<file path="src/rtl/fts_pkg.sv">
package fts_pkg;
  typedef enum logic [2:0] {
    ST_IDLE = 3'd0,
    ST_ADDR = 3'd1,
    ST_DLY  = 3'd2,
    ST_PAT  = 3'd3,
    ST_INJ  = 3'd4,
    ST_DONE = 3'd5
  } fts_state_e;

  localparam logic [1:0] QM_POST = 2'd1;
  localparam logic [1:0] QM_PRE  = 2'd2;

  localparam logic [3:0] SEL_ADDR  = 4'd0;
  localparam logic [3:0] SEL_CNT   = 4'd1;
  localparam logic [3:0] SEL_DLY   = 4'd2;
  localparam logic [3:0] SEL_PAT   = 4'd3;
  localparam logic [3:0] SEL_DUR   = 4'd4;
  localparam logic [3:0] SEL_MODE  = 4'd5;
  localparam logic [3:0] SEL_MASK0 = 4'd6;
endpackage

</file>
<file path="src/rtl/fts_cfg_regs.sv">
module fts_cfg_regs
  import fts_pkg::*;
#(
  parameter int ADDR_W = 32,
  parameter int PAT_W  = 16,
  parameter int MASK_W = 96,
  parameter int CNT_W  = 8,
  parameter int DLY_W  = 16,
  parameter int DUR_W  = 8
) (
  input  logic              clk,
  input  logic              rst_n,
  input  logic              cfg_we,
  input  logic [3:0]        cfg_sel,
  input  logic [31:0]       cfg_wdata,
  output logic [ADDR_W-1:0] act_addr,
  output logic [CNT_W-1:0]  act_cnt,
  output logic [DLY_W-1:0]  dly_len,
  output logic [PAT_W-1:0]  pat_val,
  output logic [PAT_W-1:0]  pat_care,
  output logic [DUR_W-1:0]  dur_len,
  output logic [1:0]        qmode,
  output logic [MASK_W-1:0] mask
);
  localparam int MW = (MASK_W + 31) / 32;

  logic [32*MW-1:0] mask_flat;

  always_ff @(posedge clk or negedge rst_n) begin
    if (!rst_n) begin
      act_addr <= '0;
      act_cnt  <= '0;
      dly_len  <= '0;
      pat_val  <= '0;
      pat_care <= '0;
      dur_len  <= '0;
      qmode    <= '0;
    end else if (cfg_we) begin
      case (cfg_sel)
        SEL_ADDR: act_addr <= cfg_wdata[ADDR_W-1:0];
        SEL_CNT:  act_cnt  <= cfg_wdata[CNT_W-1:0];
        SEL_DLY:  dly_len  <= cfg_wdata[DLY_W-1:0];
        SEL_PAT: begin
          pat_val  <= cfg_wdata[PAT_W-1:0];
          pat_care <= cfg_wdata[16 +: PAT_W];
        end
        SEL_DUR:  dur_len  <= cfg_wdata[DUR_W-1:0];
        SEL_MODE: qmode    <= cfg_wdata[1:0];
        default: ;
      endcase
    end
  end

  for (genvar k = 0; k < MW; k++) begin : g_mword
    logic [31:0] word_q;
    always_ff @(posedge clk or negedge rst_n) begin
      if (!rst_n)
        word_q <= '0;
      else if (cfg_we && cfg_sel == (SEL_MASK0 + 4'(k)))
        word_q <= cfg_wdata;
    end
    assign mask_flat[32*k +: 32] = word_q;
  end

  assign mask = mask_flat[MASK_W-1:0];
endmodule

</file>
<file path="src/rtl/fts_match.sv">
module fts_match #(
  parameter int ADDR_W = 32,
  parameter int PAT_W  = 16
) (
  input  logic [ADDR_W-1:0] bus_addr,
  input  logic [ADDR_W-1:0] act_addr,
  input  logic [PAT_W-1:0]  bus_pat,
  input  logic [PAT_W-1:0]  pat_val,
  input  logic [PAT_W-1:0]  pat_care,
  output logic              addr_hit,
  output logic              pat_hit
);
  logic [PAT_W-1:0] diff;

  always_comb begin
    addr_hit = (bus_addr == act_addr);
    diff     = (bus_pat ^ pat_val) & pat_care;
    pat_hit  = (diff == '0);
  end
endmodule

</file>
<file path="src/rtl/fts_stage_cnt.sv">
module fts_stage_cnt #(
  parameter int W           = 8,
  parameter bit ZERO_IS_ONE = 1'b1
) (
  input  logic         clk,
  input  logic         rst_n,
  input  logic         clr,
  input  logic         step,
  input  logic [W-1:0] target,
  output logic         last
);
  logic [W-1:0] cnt;
  logic [W:0]   goal;
  logic [W:0]   nxt;

  if (ZERO_IS_ONE) begin : g_zero_one
    assign goal = (target == '0) ? (W+1)'(1) : {1'b0, target};
  end else begin : g_plain
    assign goal = {1'b0, target};
  end

  assign nxt  = {1'b0, cnt} + (W+1)'(1);
  assign last = step && (nxt >= goal);

  always_ff @(posedge clk or negedge rst_n) begin
    if (!rst_n)
      cnt <= '0;
    else if (clr)
      cnt <= '0;
    else if (step)
      cnt <= nxt[W-1:0];
  end

  // a count moves only on a qualified step or a clear
  a_r8_cnt_hold: assert property (@(posedge clk) disable iff (!rst_n)
    (!clr && !step) |=> $stable(cnt));
endmodule

</file>
<file path="src/rtl/fts_seq_fsm.sv">
module fts_seq_fsm
  import fts_pkg::*;
(
  input  logic       clk,
  input  logic       rst_n,
  input  logic       arm,
  input  logic       bus_stb,
  input  logic       addr_hit,
  input  logic       pat_hit,
  input  logic       dly_zero,
  input  logic [1:0] qmode,
  input  logic       addr_last,
  input  logic       dly_last,
  input  logic       inj_last,
  output logic       addr_step,
  output logic       dly_step,
  output logic       inj_step,
  output logic       addr_clr,
  output logic       dly_clr,
  output logic       inj_clr,
  output logic       fault_en,
  output logic       done
);
  fts_state_e state, nxt, after_addr, after_dly, after_pat;
  logic       qual_post, qual_pre;

  always_comb begin
    qual_post  = (qmode == QM_POST);
    qual_pre   = (qmode == QM_PRE);
    after_dly  = qual_post ? ST_PAT : ST_INJ;
    after_addr = qual_pre ? ST_PAT : (dly_zero ? after_dly : ST_DLY);
    after_pat  = (qual_pre && !dly_zero) ? ST_DLY : ST_INJ;

    nxt = state;
    case (state)
      ST_IDLE: nxt = ST_IDLE;
      ST_ADDR: if (addr_last) nxt = after_addr;
      ST_DLY:  if (dly_last) nxt = after_dly;
      ST_PAT:  if (bus_stb && pat_hit) nxt = after_pat;
      ST_INJ:  if (inj_last) nxt = ST_DONE;
      ST_DONE: nxt = ST_DONE;
      default: nxt = ST_IDLE;
    endcase
    if (arm) nxt = ST_ADDR;
  end

  always_ff @(posedge clk or negedge rst_n) begin
    if (!rst_n) state <= ST_IDLE;
    else        state <= nxt;
  end

  always_comb begin
    addr_step = (state == ST_ADDR) && bus_stb && addr_hit;
    dly_step  = (state == ST_DLY) && bus_stb;
    inj_step  = (state == ST_INJ) && bus_stb;
    addr_clr  = arm || (state != ST_ADDR);
    dly_clr   = arm || (state != ST_DLY);
    inj_clr   = arm || (state != ST_INJ);
    fault_en  = (state == ST_INJ);
    done      = (state == ST_DONE);
  end

  // without a strobe or arm the stage never changes
  a_r8_hold_no_strobe: assert property (@(posedge clk) disable iff (!rst_n)
    (!bus_stb && !arm) |=> $stable(state));
  // arm always restarts at the address stage
  a_r9_arm_restart: assert property (@(posedge clk) disable iff (!rst_n)
    arm |=> (state == ST_ADDR));
  // done persists until the next arm
  a_r9_done_sticky: assert property (@(posedge clk) disable iff (!rst_n)
    (done && !arm) |=> done);
  // injection only starts after a bus-cycle strobe
  a_r6_rise_on_strobe: assert property (@(posedge clk) disable iff (!rst_n)
    $rose(fault_en) |-> $past(bus_stb));
endmodule

</file>
<file path="src/rtl/fault_trig_seq.sv">
module fault_trig_seq
  import fts_pkg::*;
#(
  parameter int ADDR_W = 32,
  parameter int PAT_W  = 16,
  parameter int MASK_W = 96,
  parameter int CNT_W  = 8,
  parameter int DLY_W  = 16,
  parameter int DUR_W  = 8
) (
  input  logic              clk,
  input  logic              rst_n,
  input  logic              cfg_we,
  input  logic [3:0]        cfg_sel,
  input  logic [31:0]       cfg_wdata,
  input  logic              arm,
  input  logic              bus_stb,
  input  logic [ADDR_W-1:0] bus_addr,
  input  logic [PAT_W-1:0]  bus_pat,
  output logic              fault_en,
  output logic [MASK_W-1:0] fault_mask,
  output logic              done
);
  logic [ADDR_W-1:0] act_addr;
  logic [CNT_W-1:0]  act_cnt;
  logic [DLY_W-1:0]  dly_len;
  logic [PAT_W-1:0]  pat_val, pat_care;
  logic [DUR_W-1:0]  dur_len;
  logic [1:0]        qmode;
  logic [MASK_W-1:0] mask;
  logic addr_hit, pat_hit;
  logic addr_step, dly_step, inj_step;
  logic addr_clr, dly_clr, inj_clr;
  logic addr_last, dly_last, inj_last;

  fts_cfg_regs #(
    .ADDR_W(ADDR_W), .PAT_W(PAT_W), .MASK_W(MASK_W),
    .CNT_W(CNT_W), .DLY_W(DLY_W), .DUR_W(DUR_W)
  ) u_regs (
    .clk(clk), .rst_n(rst_n), .cfg_we(cfg_we), .cfg_sel(cfg_sel),
    .cfg_wdata(cfg_wdata), .act_addr(act_addr), .act_cnt(act_cnt),
    .dly_len(dly_len), .pat_val(pat_val), .pat_care(pat_care),
    .dur_len(dur_len), .qmode(qmode), .mask(mask)
  );

  fts_match #(.ADDR_W(ADDR_W), .PAT_W(PAT_W)) u_match (
    .bus_addr(bus_addr), .act_addr(act_addr), .bus_pat(bus_pat),
    .pat_val(pat_val), .pat_care(pat_care),
    .addr_hit(addr_hit), .pat_hit(pat_hit)
  );

  fts_stage_cnt #(.W(CNT_W), .ZERO_IS_ONE(1'b1)) u_addr_cnt (
    .clk(clk), .rst_n(rst_n), .clr(addr_clr), .step(addr_step),
    .target(act_cnt), .last(addr_last)
  );

  fts_stage_cnt #(.W(DLY_W), .ZERO_IS_ONE(1'b0)) u_dly_cnt (
    .clk(clk), .rst_n(rst_n), .clr(dly_clr), .step(dly_step),
    .target(dly_len), .last(dly_last)
  );

  fts_stage_cnt #(.W(DUR_W), .ZERO_IS_ONE(1'b1)) u_inj_cnt (
    .clk(clk), .rst_n(rst_n), .clr(inj_clr), .step(inj_step),
    .target(dur_len), .last(inj_last)
  );

  fts_seq_fsm u_fsm (
    .clk(clk), .rst_n(rst_n), .arm(arm), .bus_stb(bus_stb),
    .addr_hit(addr_hit), .pat_hit(pat_hit), .dly_zero(dly_len == '0),
    .qmode(qmode), .addr_last(addr_last), .dly_last(dly_last),
    .inj_last(inj_last), .addr_step(addr_step), .dly_step(dly_step),
    .inj_step(inj_step), .addr_clr(addr_clr), .dly_clr(dly_clr),
    .inj_clr(inj_clr), .fault_en(fault_en), .done(done)
  );

  assign fault_mask = fault_en ? mask : '0;

  // mask output is silent whenever the sequencer has finished
  a_r7_mask_quiet_done: assert property (@(posedge clk) disable iff (!rst_n)
    done |-> (fault_mask == '0));
endmodule

</file>
<file path="config.mk">
export PLATFORM = sky130hd
export DESIGN_NAME = fault_trig_seq
export DESIGN_NICKNAME = d
export VERILOG_FILES = /design/src/rtl/fts_pkg.sv /design/src/rtl/fts_cfg_regs.sv /design/src/rtl/fts_match.sv /design/src/rtl/fts_stage_cnt.sv /design/src/rtl/fts_seq_fsm.sv /design/src/rtl/fault_trig_seq.sv
export SDC_FILE = /design/constraint.sdc
export NUM_CORES = 1
export LEC_CHECK = 0
export CAP_MARGIN = 40
export CORE_AREA = 2 2 149 151
export DETAILED_ROUTE_END_ITERATION = 6
export DIE_AREA = 0 0 151 153
export PLACE_DENSITY = 0.83
export SLEW_MARGIN = 20
export SYNTH_ARGS = -nofsm -noshare
export SYNTH_HDL_FRONTEND = slang
export SYNTH_SLANG_ARGS = --single-unit
</file>
<file path="constraint.sdc">
create_clock -name clk -period 3.8 [get_ports clk]
set_input_delay 0.95 -clock clk [delete_from_list [all_inputs] [get_ports clk]]
set_output_delay 0.95 -clock clk [all_outputs]
set_load 0.02 [all_outputs]
</file>
==> impl_metrics.json <==
{
  "outcome": "finished, final reports clean",
  "pwr-share-seq_pct": 43.7,
  "finalHoldViolCount": 0,
  "clkSinkCount": 229,
  "largest_net_degree_at_the_start_of_global_routing": 98,
  "area_growth_syn_to_layout_pct": 26.05,
  "place.port_buffers": 186,
  "route.vias.total": 8005,
  "p_int_mw": 5.243,
  "skew_ns": 0.01280,
  "antenna_left": 0,
  "cellPowerDensity_nw_per_um2": 516.7,
  "wire_per_inst_microns": 19.30,
  "synth.distinct_cells": 58,
  "finalMaxSlewViolations": 0,
  "first_pass_grt_wire_length_mm": 44.95,
  "clock_power_share_pct": 30.5,
  "dr.first_iter.drc_count": 475,
  "floorplan.initialDensity_pct": 53.46,
  "rr_worst_depth": 14,
  "critPathTopFamily": "buffers and inverters",
  "synthesized_instance_count": 968,
  "syn-cell-area_sq_um": 11490,
  "finalCriticalPeriod_ns": 3.676,
  "p_sw_share_pct": 29.91,
  "post_cts_resized": 0,
  "fin_crit_sh_pct": 96.74,
  "critPathKind": "reg -> out",
  "detail_route.vias_per_cell": 5.506,
  "worst-endpoint-arrival_ns": 2.73,
  "synth.yosys.seq_area_share_pct": 49.89,
  "nets": 1277,
  "p_sw_mw": 2.238,
  "report.final.setup_viol": 0,
  "regToRegStartpoint": "u_dly_cnt.cnt[0]",
  "drive_above_1_share_pct": 21.01,
  "grt_util_all_layers_pct": 24.80,
  "cts_root_buffer": "sky130_fd_sc_hd__clkbuf_16",
  "dieArea_sq_um": 23100,
  "slew_headroom_pct": 54.28,
  "clock_insertion_delay_worst_skew_ns": 0.54,
  "rsz0062_at_grt": "false",
  "setup_total_negative_slack_ns": 0,
  "timing.critical_path.fanout_max": 97,
  "yosys_warnings": 0,
  "globalplace.congestion": 0.8393,
  "row_count": 54,
  "drc": 0,
  "r2r_setup_slack_ns": 0.40,
  "worst-path-buf-inv": 3,
  "clk_path_buf_depth": 3,
  "synth.ff_latch_count": 229,
  "placed_cells_incl_taps": 1406,
  "slowest_delay_ns": 0.66,
  "die_height_microns": 153,
  "path_cells": "inv_1, and3_2, buf_12, and2_1, clkdlybuf4s50_1",
  "leakagePower_nw": 6.433,
  "drv_cap": 0,
  "combinationalPowerShare_pct": 25.8,
  "cts_max_level": 1,
  "critical-path-slowest-cell": "sky130_fd_sc_hd__clkdlybuf4s50_1",
  "type_of_the_worst_min_delay_path": "in -> async",
  "instances_no_fill": 1454,
  "synth_edf_count": 0,
  "crit_path_end_kind": "output port",
  "clkSlewWorstSetupHoldPaths_ns": 0.06,
  "place_hpwl_mm": 20.01,
  "wirelength_mm": 28.07,
  "power.ir.vdd_worst_uv": 362.3,
  "critical_path_required_ns": 2.85,
  "synth-main-ff-cell": "sky130_fd_sc_hd__dfrtp_1",
  "detail_route.first_pass.iterations": 5,
  "fp.coreArea_sq_um": 21490,
  "worst_setup_path_start_kind": "flop",
  "grt_antenna_before_repair": 5,
  "postSynth.asyncResetShare_pct": 100.0,
  "number_of_global_route_vias_before_repair": 8425,
  "cts_setup_buffers": 0,
  "chip_width_microns": 151,
  "worst_pin_slew_ns": 0.6858,
  "regToRegEndpoint": "u_fsm.state[2]",
  "synth.net_count": 1092,
  "cts_tree": "yes",
  "cts_hold_buffers": 0,
  "boundaryPins": 187,
  "avgSynthCellArea_sq_um": 11.87,
  "tritoncts.num_buffers": 25,
  "max_clock_freq_mhz": 272.0,
  "overflow": 0
}
==> sequential cells by signal, indices dropped and copies added, names as in the netlist <==
| signal | cells |
|---|---|
| u_regs.pat_care | 16 |
| u_regs.dly_len | 16 |
| u_regs.act_addr | 32 |
| u_addr_cnt.cnt | 8 |
| u_regs.qmode | 2 |
| u_regs.pat_val | 16 |
| u_dly_cnt.cnt | 16 |
| u_inj_cnt.cnt | 8 |
| u_regs.dur_len | 8 |
| u_fsm.state | 3 |
| u_regs.g_mword.word_q | 96 |
| u_regs.act_cnt | 8 |
==> worst max path at each step <==
stage                     startpoint             end  slack [ns]  cells past startpoint
floorplan           u_dly_cnt.cnt[0]  u_fsm.state[2]        0.68                     13
global placement        bus_addr[29]  u_fsm.state[0]        0.39                      8
detailed placement      bus_addr[29]  u_fsm.state[0]        0.27                      8
CTS                   u_fsm.state[1]   fault_mask[1]        0.16                      5
global route          u_fsm.state[1]  fault_mask[42]        0.04                      5
finish                u_fsm.state[1]   fault_mask[1]        0.12                      5
==> synthesized netlist by cell type (4+ instances only) <==
cell                       instances  area (sq um)
sky130_fd_sc_hd__a21o_1            4         30.03
sky130_fd_sc_hd__a21oi_1          16         80.08
sky130_fd_sc_hd__a22oi_1           6         45.04
sky130_fd_sc_hd__and2_1           99         619.3
sky130_fd_sc_hd__and3_1           15         93.84
sky130_fd_sc_hd__buf_1             8         30.03
sky130_fd_sc_hd__clkbuf_1         32         120.1
sky130_fd_sc_hd__dfrtp_1         229          5731
sky130_fd_sc_hd__ha_1             35         437.9
sky130_fd_sc_hd__inv_1            33         123.9
sky130_fd_sc_hd__mux2_1           10         112.6
sky130_fd_sc_hd__mux2_2          184          2072
sky130_fd_sc_hd__nand2_1          31         116.4
sky130_fd_sc_hd__nand2b_1          5         31.28
sky130_fd_sc_hd__nand3_1          14         70.07
sky130_fd_sc_hd__nand4_1          14         87.58
sky130_fd_sc_hd__nor2_1           49         183.9
sky130_fd_sc_hd__nor3_1            4         20.02
sky130_fd_sc_hd__nor4_1           13         81.33
sky130_fd_sc_hd__o21ai_0           7         35.03
sky130_fd_sc_hd__or3_1             5         31.28
sky130_fd_sc_hd__xnor2_1          29         254.0
sky130_fd_sc_hd__xor2_1           72         630.6
==> layout make-up <==
class	instances	area [sq um]
Fill cell	1598	7005
Clock buffer	37	700.7
Multi-Input combinational cell	661	5460
Sequential cell	229	5731
Timing Repair Buffer	202	2037
Tap cell	280	350.3
Antenna cell	3	7.507
Clock inverter	8	65.06
Inverter	34	128.9
==> cell usage in the layout, fill, tap and decap left out, types with 4 or more instances in the layout <==
cell type                         Yosys  routed
sky130_fd_sc_hd__mux2_2             184     184
sky130_fd_sc_hd__xnor2_1             29      29
sky130_fd_sc_hd__a21oi_1             16      16
sky130_fd_sc_hd__dfrtp_1            229     229
sky130_fd_sc_hd__nand4_1             14      14
sky130_fd_sc_hd__nor4_1              13      13
sky130_fd_sc_hd__a22oi_1              6       6
sky130_fd_sc_hd__nor3_1               4       4
sky130_fd_sc_hd__clkbuf_1            32       9
sky130_fd_sc_hd__buf_12               0       4
sky130_fd_sc_hd__clkbuf_16            0      25
sky130_fd_sc_hd__clkdlybuf4s50_1      0     185
sky130_fd_sc_hd__buf_4                2      12
sky130_fd_sc_hd__and2_1              99      99
sky130_fd_sc_hd__inv_1               33      33
sky130_fd_sc_hd__nand2b_1             5       5
sky130_fd_sc_hd__o21ai_0              7       7
sky130_fd_sc_hd__clkinv_2             1       5
sky130_fd_sc_hd__or3_1                5       5
sky130_fd_sc_hd__ha_1                35      35
sky130_fd_sc_hd__nand3_1             14      14
sky130_fd_sc_hd__nor2_1              49      48
sky130_fd_sc_hd__mux2_1              10      10
sky130_fd_sc_hd__nand2_1             31      31
sky130_fd_sc_hd__xor2_1              72      72
sky130_fd_sc_hd__a21o_1               4       4
sky130_fd_sc_hd__and3_1              15      14
==> worst register-to-register path, delay by kind of cell, from the launching register on <==
family / cells / cell delay, ns
AO/OA/AOI/OAI: 7 / 1.38
AND/OR/NAND/NOR: 3 / 0.59
adder cells (fa/ha/maj): 2 / 0.57
flip-flops: 1 / 0.40
buffers and inverters: 1 / 0.18
XOR/XNOR: 1 / 0.15
==> power by group through the flow <==
stage / clock (mW) / combinational (mW) / sequential, mW
after floorplan: 0 / 1.28 / 3.17
after global placement: 0 / 1.88 / 3.27
after detailed placement: 0 / 1.94 / 3.30
after CTS: 2.32 / 1.95 / 3.27
after global routing: 2.41 / 2.10 / 3.33
final: 2.28 / 1.93 / 3.27
==> metal layers <==
layer  track usage [%]  up-vias  part of all wire, %
met1             31.74     3996                   41
met3             7.164       70                  7.5
li1                  -     3715                    -
met4             7.877        4                  3.3
met5                 0        -                0.089
met2             40.74      220                   48
==> through the flow <==
stage / setup slack (ns) / utilization (%) / instance area (sq um) / power [mW] / hold WS, ns
after CTS: 0.1628 / 67.36 / 14470 / 7.538 / 0.4554
after global placement: 0.3857 / 63.80 / 13710 / 5.154 / 0.4744
after floorplan: 0.6839 / - / 11490 / 4.448 / 0.4642
after global routing: 0.03995 / 67.38 / 14480 / 7.850 / 0.4929
after detailed placement: 0.2716 / 63.80 / 13710 / 5.239 / 0.4826
final: 0.1239 / 67.39 / 14480 / 7.481 / 0.4311
==> logic make-up (layout without fill, tap and decap cells) <==
logic type / after synthesis / after routing / synth area share [%]
other: 0 / 3 / 0
muxes: 197 / 197 / 19.28
DFF: 229 / 229 / 49.89
and+or+nand+nor: 268 / 268 / 12.98
xor gates and xnor gates: 101 / 101 / 7.701
AOI/OAI and AO/OA: 60 / 60 / 3.638
buffers and inverters: 78 / 281 / 2.701
adders and majority gates: 35 / 35 / 3.812
(Power assumes the default switching activity.)
